**src/rtl/tlbRndPkg.sv**
```systemverilog
package tlbRndPkg;
  typedef struct packed {
    logic reload;
    logic step;
  } ctlStrobesT;
endpackage

```
**src/rtl/tlbRndCtl.sv**
```systemverilog
module tlbRndCtl
  import tlbRndPkg::*;
#(
  parameter int IDX_W = 6
) (
  input  logic             clk,
  input  logic             rstN,
  input  logic             retire,
  input  logic             wiredWe,
  input  logic [IDX_W-1:0] wiredWdata,
  output logic [IDX_W-1:0] wiredQ,
  output ctlStrobesT       strobes
);
  logic [IDX_W-1:0] wiredR;

  always_ff @(posedge clk or negedge rstN) begin
    if (!rstN)        wiredR <= '0;
    else if (wiredWe) wiredR <= wiredWdata;
  end

  // a wired write outranks a retire in the same cycle
  always_comb begin
    strobes.reload = wiredWe;
    strobes.step   = retire & ~wiredWe;
  end

  assign wiredQ = wiredR;

  a_r8_wired_store: assert property (@(posedge clk) disable iff (!rstN)
    wiredWe |=> wiredQ == $past(wiredWdata));
  a_r8_wired_hold: assert property (@(posedge clk) disable iff (!rstN)
    !wiredWe |=> $stable(wiredQ));
endmodule

```
**src/rtl/tlbRndDp.sv**
```systemverilog
module tlbRndDp
  import tlbRndPkg::*;
#(
  parameter int IDX_W   = 6,
  parameter int ENTRIES = 64
) (
  input  logic             clk,
  input  logic             rstN,
  input  ctlStrobesT       strobes,
  input  logic [IDX_W-1:0] wired,
  output logic [IDX_W-1:0] cnt
);
  localparam logic [IDX_W-1:0] TOP = IDX_W'(ENTRIES - 1);

  logic [IDX_W-1:0] cntR;
  logic             wrapNow;

  // wrap when a decrement would fall below the bound, or the bound is beyond the table
  assign wrapNow = (wired > TOP) || (cntR <= wired);

  always_ff @(posedge clk or negedge rstN) begin
    if (!rstN)               cntR <= TOP;
    else if (strobes.reload) cntR <= TOP;
    else if (strobes.step)   cntR <= wrapNow ? TOP : cntR - 1'b1;
  end

  assign cnt = cntR;

  a_r3_upper: assert property (@(posedge clk) disable iff (!rstN)
    cnt <= TOP);
  a_r3_lower: assert property (@(posedge clk) disable iff (!rstN)
    (wired <= TOP) |-> (cnt >= wired));
  a_r5_reload: assert property (@(posedge clk) disable iff (!rstN)
    strobes.reload |=> cnt == TOP);
  a_r2_decrement: assert property (@(posedge clk) disable iff (!rstN)
    (strobes.step && !strobes.reload && cnt > wired && wired <= TOP) |=> cnt == $past(cnt) - 1'b1);
  a_r6_wrap: assert property (@(posedge clk) disable iff (!rstN)
    (strobes.step && !strobes.reload && cnt <= wired) |=> cnt == TOP);
  a_r7_pinned: assert property (@(posedge clk) disable iff (!rstN)
    (strobes.step && wired > TOP) |=> cnt == TOP);
  a_r9_idle: assert property (@(posedge clk) disable iff (!rstN)
    (!strobes.step && !strobes.reload) |=> $stable(cnt));
endmodule

```
**src/rtl/tlbRandomIndex.sv**
```systemverilog
module tlbRandomIndex
  import tlbRndPkg::*;
#(
  parameter int IDX_W   = 6,
  parameter int ENTRIES = 64,
  parameter int REG_W   = 32
) (
  input  logic             clk,
  input  logic             rstN,
  input  logic             retire,
  input  logic             wiredWe,
  input  logic [IDX_W-1:0] wiredWdata,
  output logic [IDX_W-1:0] wiredQ,
  output logic [IDX_W-1:0] victimIdx,
  output logic [REG_W-1:0] victimReg
);
  localparam int PAD_W = REG_W - IDX_W;

  ctlStrobesT       strobes;
  logic [IDX_W-1:0] wiredVal;
  logic [IDX_W-1:0] cnt;

  tlbRndCtl #(.IDX_W(IDX_W)) u_ctl (
    .clk(clk), .rstN(rstN), .retire(retire), .wiredWe(wiredWe),
    .wiredWdata(wiredWdata), .wiredQ(wiredVal), .strobes(strobes)
  );

  tlbRndDp #(.IDX_W(IDX_W), .ENTRIES(ENTRIES)) u_dp (
    .clk(clk), .rstN(rstN), .strobes(strobes), .wired(wiredVal), .cnt(cnt)
  );

  assign wiredQ    = wiredVal;
  assign victimIdx = cnt;
  assign victimReg = {{PAD_W{1'b0}}, cnt};

  a_r1_zero_fill: assert property (@(posedge clk) disable iff (!rstN)
    victimReg[REG_W-1:IDX_W] == '0);
endmodule

```
**config.mk**
```make
export PLATFORM = sky130hd
export DESIGN_NAME = tlbRandomIndex
export DESIGN_NICKNAME = d
export VERILOG_FILES = /design/src/rtl/tlbRndPkg.sv /design/src/rtl/tlbRndCtl.sv /design/src/rtl/tlbRndDp.sv /design/src/rtl/tlbRandomIndex.sv
export SDC_FILE = /design/constraint.sdc
export NUM_CORES = 1
export LEC_CHECK = 0
export ABC_AREA = 1
export BUFFER_PORTS_ARGS = -buffer_cell sky130_fd_sc_hd__clkbuf_2
export CORE_MARGIN = 2
export CORE_UTILIZATION = 44
export CTS_BUF_LIST = sky130_fd_sc_hd__clkbuf_16
export CTS_CLUSTER_SIZE = 25
export DETAILED_ROUTE_END_ITERATION = 12
export PLACE_DENSITY = 0.8
export SLEW_MARGIN = 20
export SYNTH_ARGS = -nofsm -noshare
export SYNTH_HDL_FRONTEND = slang
export SYNTH_SLANG_ARGS = --single-unit
```
**constraint.sdc**
```tcl
create_clock -name clk -period 1.7 [get_ports clk]
set_input_delay 0.17 -clock clk [delete_from_list [all_inputs] [get_ports clk]]
set_output_delay 0.17 -clock clk [all_outputs]
set_load 0.03 [all_outputs]
```
==> results of run 1 <==
sequential cells by signal, indices dropped and copies added (netlist names):
register	cells
u_dp.cnt	6
u_ctl.wiredQ	6
worst min-delay path, cell delays in order:
cell and delay [ps]:
clkbuf_2 80, nand2_1 40, nand2_1 50
cell usage after synthesis, drive strengths merged:
cell,count,area (um^2)
dfstp,6,158
conb,1,3.75
dfrtp,6,150
nand3,4,20.0
buf,32,240
clkbuf,1,3.75
a21oi,2,10.0
inv,23,86.3
nor2,3,18.8
o21ai,6,30.0
xor2,3,26.3
nand4,2,12.5
ha,7,87.6
nand2,31,124
kinds of logic (layout without fill, tap and decap cells):
family | count (synthesis) | after routing | synth area share [%]
compound gates | 8 | 8 | 4.12
xor+xnor | 3 | 3 | 2.71
fa+ha+maj | 7 | 7 | 9.02
buf+inv | 56 | 55 | 34.0
flops | 12 | 12 | 31.7
other cells | 1 | 26 | 0.386
simple gates | 40 | 40 | 18.0
per-layer routing:
metal	track usage, %	up-vias
met5	0	-
met4	6.76	0
met3	3.51	2
met2	26.0	30
met1	15.6	342
li1	-	372
repair_timing:
item                                    CTS  global route
resized for setup                         0             1
hold buffers                              1             0
endpoints found under the hold margin     6             0
buffers inserted                          0             0
endpoints found under the setup margin    0             5
final cells by class:
cell class                      count  area, um^2  area share [%]
Multi-Input combinational cell     84         429            39.7
Sequential cell                    12         308            28.4
Timing Repair Buffer               28         145            13.4
Inverter                           23        86.3            7.98
Clock buffer                        3        75.1            6.94
Tap cell                           28        35.0            3.24
Clock inverter                      1        3.75           0.347
worst min path at each step:
| stage | start | slack [ps] | endpoint |
|---|---|---|---|
| after detailed placement | rstN | 80 | u_ctl.wiredQ[4] |
| after global routing | wiredWdata[0] | 160 | u_ctl.wiredQ[0] |
| final | wiredWdata[0] | 140 | u_ctl.wiredQ[0] |
| after floorplan | rstN | -130 | u_ctl.wiredQ[0] |
| after CTS | wiredWdata[0] | 130 | u_ctl.wiredQ[0] |
| after global placement | rstN | 60 | u_ctl.wiredQ[5] |
stage by stage:
| step | hold slack (ps) | worst slack [ps] | instance area [um^2] | util, % | power, mW |
|---|---|---|---|---|---|
| 3_5_place_dp | 76.2 | 112 | 991 | 46.1 | 0.595 |
| 4_1_cts | 134 | 105 | 1080 | 50.3 | 1.03 |
| 3_3_place_gp | 62.5 | 232 | 991 | 46.1 | 0.585 |
| 6_report | 136 | 161 | 1080 | 50.4 | 1.02 |
| 2_1_floorplan | -126 | 151 | 1060 | - | 0.587 |
| 5_1_grt | 164 | 37.9 | 1080 | 50.4 | 1.08 |
report_power, final:
group	switching, mW	total [mW]	internal [mW]
clock	0.119	0.428	0.309
sequential	0.0147	0.325	0.311
combinational	0.206	0.267	0.0611
==> flow_summary.json, run 1 <==
{
  "wirelength_um": 1680,
  "p_per_area_nw_per_um2": 944,
  "reg2reg_slack_ps": 160,
  "route.detailed.drc": 0,
  "ctsRootBufferMaster": "clkbuf_16",
  "top_layer": "met4",
  "holdPathStages": 3,
  "clkLatencyLatePin_ps": 240,
  "netlist-cell-type-count": 17,
  "start_kind": "flop",
  "ys_seq_elements": 12,
  "synth.avg_cell_area_um2": 7.65,
  "die_h_um": 51.0,
  "crit_path_end": "u_dp.cnt[2]",
  "initial_core_util_pct": 45.2,
  "cts.htree.levels": 1,
  "final.setup.tns_ps": 0,
  "crit_type": "flop to flop",
  "fillCellCount": 220,
  "grt_overflow": 0,
  "routed_via_density": 4.17,
  "clock_skew_ps": 2.31,
  "status": "completed",
  "drv_cap": 0,
  "syn_area_um2": 971,
  "drtIter0Drc": 3,
  "row_count": 17,
  "period_share_pct": 90.5,
  "ant_nets": 0,
  "cts_sinks": 12,
  "ir_drop_uv": 530,
  "die_w_um": 51.0,
  "num_io_pins": 54,
  "critPathSlowestCell": "dfstp_2",
  "layout_common_cells": "29 x nand2_1, 27 x clkbuf_2, 26 x conb_1",
  "setup_viol": 0,
  "diodes": 0,
  "r2r-start": "u_dp.cnt[0]",
  "clock_path_buffers": 2,
  "syn2layout_area_growth_pct": 11.5,
  "maxSlewViolCount": 0,
  "crit_start": "u_dp.cnt[0]",
  "final_common_cell": "nand2_1",
  "wl_met3_um": 123,
  "hold_viol": 0,
  "yosysWarnings": 0,
  "ys_seq_area_share_pct": 31.7,
  "wl_per_cell_um": 9.41,
  "port_buffers": 27,
  "antenna_found_initial": 0,
  "cts_tree": "yes",
  "cts_inserted_buffers": 3,
  "grt_max_degree": 14,
  "path_common_cell": "nand2_1",
  "wl_met1_um": 712,
  "cp_num_cells": 8,
  "r2r_cells": 8,
  "min_period_ps": 1540,
  "hp-class": "input pin to flop",
  "dpl.hpwl_um": 1380,
  "syn_inst": 127,
  "route.vias.total": 746,
  "globalplace.congestion": 0.729,
  "crit_buf_inv": 2,
  "die_area_um2": 2600,
  "route.met2.wl_um": 835,
  "slowest_delay_ps": 560,
  "crit_arrival_ps": 1700,
  "grt_usage_pct": 14.4,
  "core-area_um2": 2150,
  "rsz0062_at_grt": "false",
  "endpoint_kind": "flop",
  "grt_first_pass_wirelength_um": 2790,
  "crit_family": "flip-flops",
  "crit_path_max_fanout": 5,
  "reg2reg_to": "u_dp.cnt[2]",
  "p_leak_nw": 0.678,
  "grt_pass1_vias": 681,
  "cts.reportedPaths.clkPinSlew_ps": 40,
  "first_pass_iters": 4,
  "dp_cells": 174,
  "required_ps": 1860,
  "path_cells": "inv_1, ha_1, nand2_1, inv_1, a21oi_1, nand2_1, nand2_2, nand2_1",
  "nets": 169,
  "drive_gt1_share_pct": 27.2,
  "fin_cells": 179,
  "clock.fmax_ghz": 0.650
}
No activity file was read; power rests on OpenSTA's default activity.
==> inputs of run 2 (changes only) <==
--- a/config.mk
+++ b/config.mk
@@ -5,14 +5,14 @@
 export SDC_FILE = /design/constraint.sdc
 export NUM_CORES = 1
 export LEC_CHECK = 0
-export ABC_AREA = 1
 export BUFFER_PORTS_ARGS = -buffer_cell sky130_fd_sc_hd__clkbuf_2
 export CORE_MARGIN = 2
-export CORE_UTILIZATION = 44
+export CORE_UTILIZATION = 43
 export CTS_BUF_LIST = sky130_fd_sc_hd__clkbuf_16
 export CTS_CLUSTER_SIZE = 25
 export DETAILED_ROUTE_END_ITERATION = 12
-export PLACE_DENSITY = 0.8
+export PLACE_DENSITY = 0.79
+export SKIP_CTS_REPAIR_TIMING = 1
 export SLEW_MARGIN = 20
 export SYNTH_ARGS = -nofsm -noshare
 export SYNTH_HDL_FRONTEND = slang
==> run 2 against run 1 <==
Compared with the run above: fmax decreased by 9.3%; largest power group unchanged; area after synthesis decreased by 4.0%; final area increased by 3.4%; synthesized cell count decreased by 18%; total power increased by 3.4%; clock skew increased by 2.0 ps; flip-flop and latch count unchanged; combinational power increased by 16%; critical path depth decreased by 2; cell count decreased by 12%; clock power decreased by 3%.
==> flow_summary.json, run 2 <==
{
  "critPathSlowestCell": "dfstp_2",
  "slowest_delay_ps": 540,
  "ant_nets": 0,
  "ys_seq_elements": 12,
  "status": "completed",
  "clock_path_buffers": 2,
  "globalplace.congestion": 0.853,
  "synth_xor_area_share_pct": 0,
  "cts.reportedPaths.clkPinSlew_ps": 40,
  "synth_top_flop_cell": "dfstp_2",
  "drtIter0Drc": 8,
  "period_share_pct": 99.9,
  "r2r_cells": 6,
  "ys_seq_area_share_pct": 33.0,
  "clkLatencyLatePin_ps": 240,
  "crit_arrival_ps": 1860,
  "hold_viol": 0,
  "netlist_top_cells_count": "32 x buf_4, 7 x ha_1, 7 x inv_1, 7 x o21ai_0",
  "initial_core_util_pct": 46.6,
  "grt_overflow": 0,
  "clockPowerShare_pct": 39.2,
  "synth-compound-area-share_pct": 13.8,
  "routed_via_density": 4.61,
  "netlist-cell-type-count": 28,
  "syn_area_um2": 932,
  "reg2reg_to": "u_dp.cnt[5]",
  "grt_pass1_vias": 708,
  "yosysTopAreaCell": "buf_4",
  "setup_viol": 0,
  "async_reset_ff_share_pct": 100,
  "cts_tree": "yes",
  "fillCellCount": 183,
  "clock_skew_ps": 4.30,
  "diodes": 0,
  "hp-class": "input pin to flop",
  "power.switching_mw": 0.351,
  "p_int_mw": 0.705,
  "required_ps": 1870,
  "cts.htree.levels": 1,
  "final_common_cell": "clkbuf_2",
  "wirelength_um": 1880,
  "dpl.hpwl_um": 1490,
  "synth_edf_count": 0,
  "wl_met1_um": 661,
  "core-area_um2": 2000,
  "final.setup.tns_ps": 0,
  "crit_start": "u_dp.cnt[4]",
  "top_layer": "met4",
  "grt_max_degree": 14,
  "route.met2.wl_um": 1070,
  "reg2reg_slack_ps": 2,
  "path_cells": "ha_4, and4_4, a31o_1, a31oi_4, nand4_1, o211a_1",
  "clock.fmax_ghz": 0.589,
  "synth_top_cell_area_share_pct": 25.8,
  "port_buffers": 27,
  "ir_drop_uv": 568,
  "start_kind": "flop",
  "final_cell_area_um2": 1120,
  "p_per_area_nw_per_um2": 944,
  "ctsRootBufferMaster": "clkbuf_16",
  "dpl_cell_area_um2": 1030,
  "drive_gt1_share_pct": 37.4,
  "cts_inserted_buffers": 3,
  "layout_common_cells": "27 x clkbuf_2, 26 x conb_1, 7 x inv_1, 7 x o21ai_0",
  "die_w_um": 50.6,
  "yosysWarnings": 0,
  "synth_area_leaders": "buf_4 26%, dfstp_2 17%, dfrtp_1 16%",
  "drv_cap": 0,
  "crit_path_end": "u_dp.cnt[5]",
  "synth-simple-area-share_pct": 12.6,
  "num_io_pins": 54,
  "wl_met3_um": 106,
  "syn2layout_area_growth_pct": 20.0,
  "pwr-share-comb_pct": 29.3,
  "die_h_um": 50.6,
  "cts_sinks": 12,
  "grt_usage_pct": 15.5,
  "p_leak_nw": 0.561,
  "synth_top_family_by_area": "buffers and inverters",
  "synthAdderAreaFrac_pct": 9.40,
  "endpoint_kind": "flop",
  "synth.avg_cell_area_um2": 8.96,
  "syn_inst": 104,
  "antenna_found_initial": 0,
  "wl_per_cell_um": 11.9,
  "synthMostInstantiatedCell": "buf_4",
  "maxSlewViolCount": 0,
  "pwr-share-seq_pct": 31.4,
  "row_count": 16,
  "grt_first_pass_wirelength_um": 2930,
  "crit_path_max_fanout": 7,
  "crit_type": "flop to flop",
  "rsz0062_at_grt": "true",
  "die_area_um2": 2560,
  "route.detailed.drc": 0,
  "route.vias.total": 728,
  "p_sw_share_pct": 33.2,
  "min_period_ps": 1700,
  "synth_mux_area_share_pct": 1.21,
  "nets": 150,
  "first_pass_iters": 4,
  "r2r-start": "u_dp.cnt[4]"
}
-- run 2: changes by cell type in the layout (fill, tap and decap cells not counted), moves of 3 or more --
cell and change:
nand2_1 -23, inv_1 -15, buf_4 +5, ha_1 -4
ha_4 +4, nor2_1 +3, xor2_1 -3
-- run 2: stage by stage --
stage	setup WS [ps]	utilization, %	total power [mW]	std cells	hold WS, ps
final	2.18	55.9	1.06	158	149
after global routing	-69.4	55.9	1.11	158	174
after CTS	-5.85	55.4	1.06	157	-181
after detailed placement	26.9	51.6	0.641	154	67.2
after global placement	74.8	51.6	0.631	154	62.5
after floorplan	-71.6	-	0.619	129	-126
-- run 2: layout make-up --
cell class	instances	area (um^2)	area share [%]
multi-input combinational	76	493	44.1
sequential	12	308	27.5
timing repair buffer	33	183	16.3
clock buffer	3	75.1	6.71
tap	27	33.8	3.02
inverter	7	26.3	2.35
-- run 2: kinds of logic after synthesis --
| family | after synthesis |
|---|---|
| AO/OA/AOI/OAI | 19 |
| adder cells (fa/ha/maj) | 7 |
| buffers and inverters | 41 |
| flip-flops | 12 |
| multiplexers | 1 |
| other | 1 |
| AND/OR/NAND/NOR | 23 |
-- run 2: how the worst min path moves through the flow --
stage | start | to | slack, ps | cells past startpoint
after CTS | rstN | u_ctl.wiredQ[5] | -180 | 1
after floorplan | rstN | u_ctl.wiredQ[0] | -130 | 0
after global placement | rstN | u_ctl.wiredQ[4] | 60 | 1
final | wiredWdata[2] | u_ctl.wiredQ[2] | 150 | 3
after global routing | wiredWdata[5] | u_ctl.wiredQ[5] | 170 | 3
after detailed placement | rstN | u_ctl.wiredQ[5] | 70 | 1
-- run 2: power by group through the flow --
stage          clock network, mW  registers (mW)  logic [mW]
3_5_place_dp                   0           0.336       0.305
6_report                   0.414           0.332       0.310
3_3_place_gp                   0           0.334       0.297
5_1_grt                    0.438           0.335       0.334
4_1_cts                    0.417           0.332       0.309
2_1_floorplan                  0           0.382       0.237
-- run 2: worst max-delay path, delay by kind of cell, from the launching register on --
kind,cells,cell delay [ps]
AO/OA/AOI/OAI,3,580
adder cells (fa/ha/maj),1,200
AND/OR/NAND/NOR,2,310
flip-flops,1,540
-- run 2: routing by layer --
layer	vias up	GRT usage, %
li1	344	-
met1	343	14.6
met2	34	29.6
met3	7	3.27
met4	0	9.91
met5	-	0
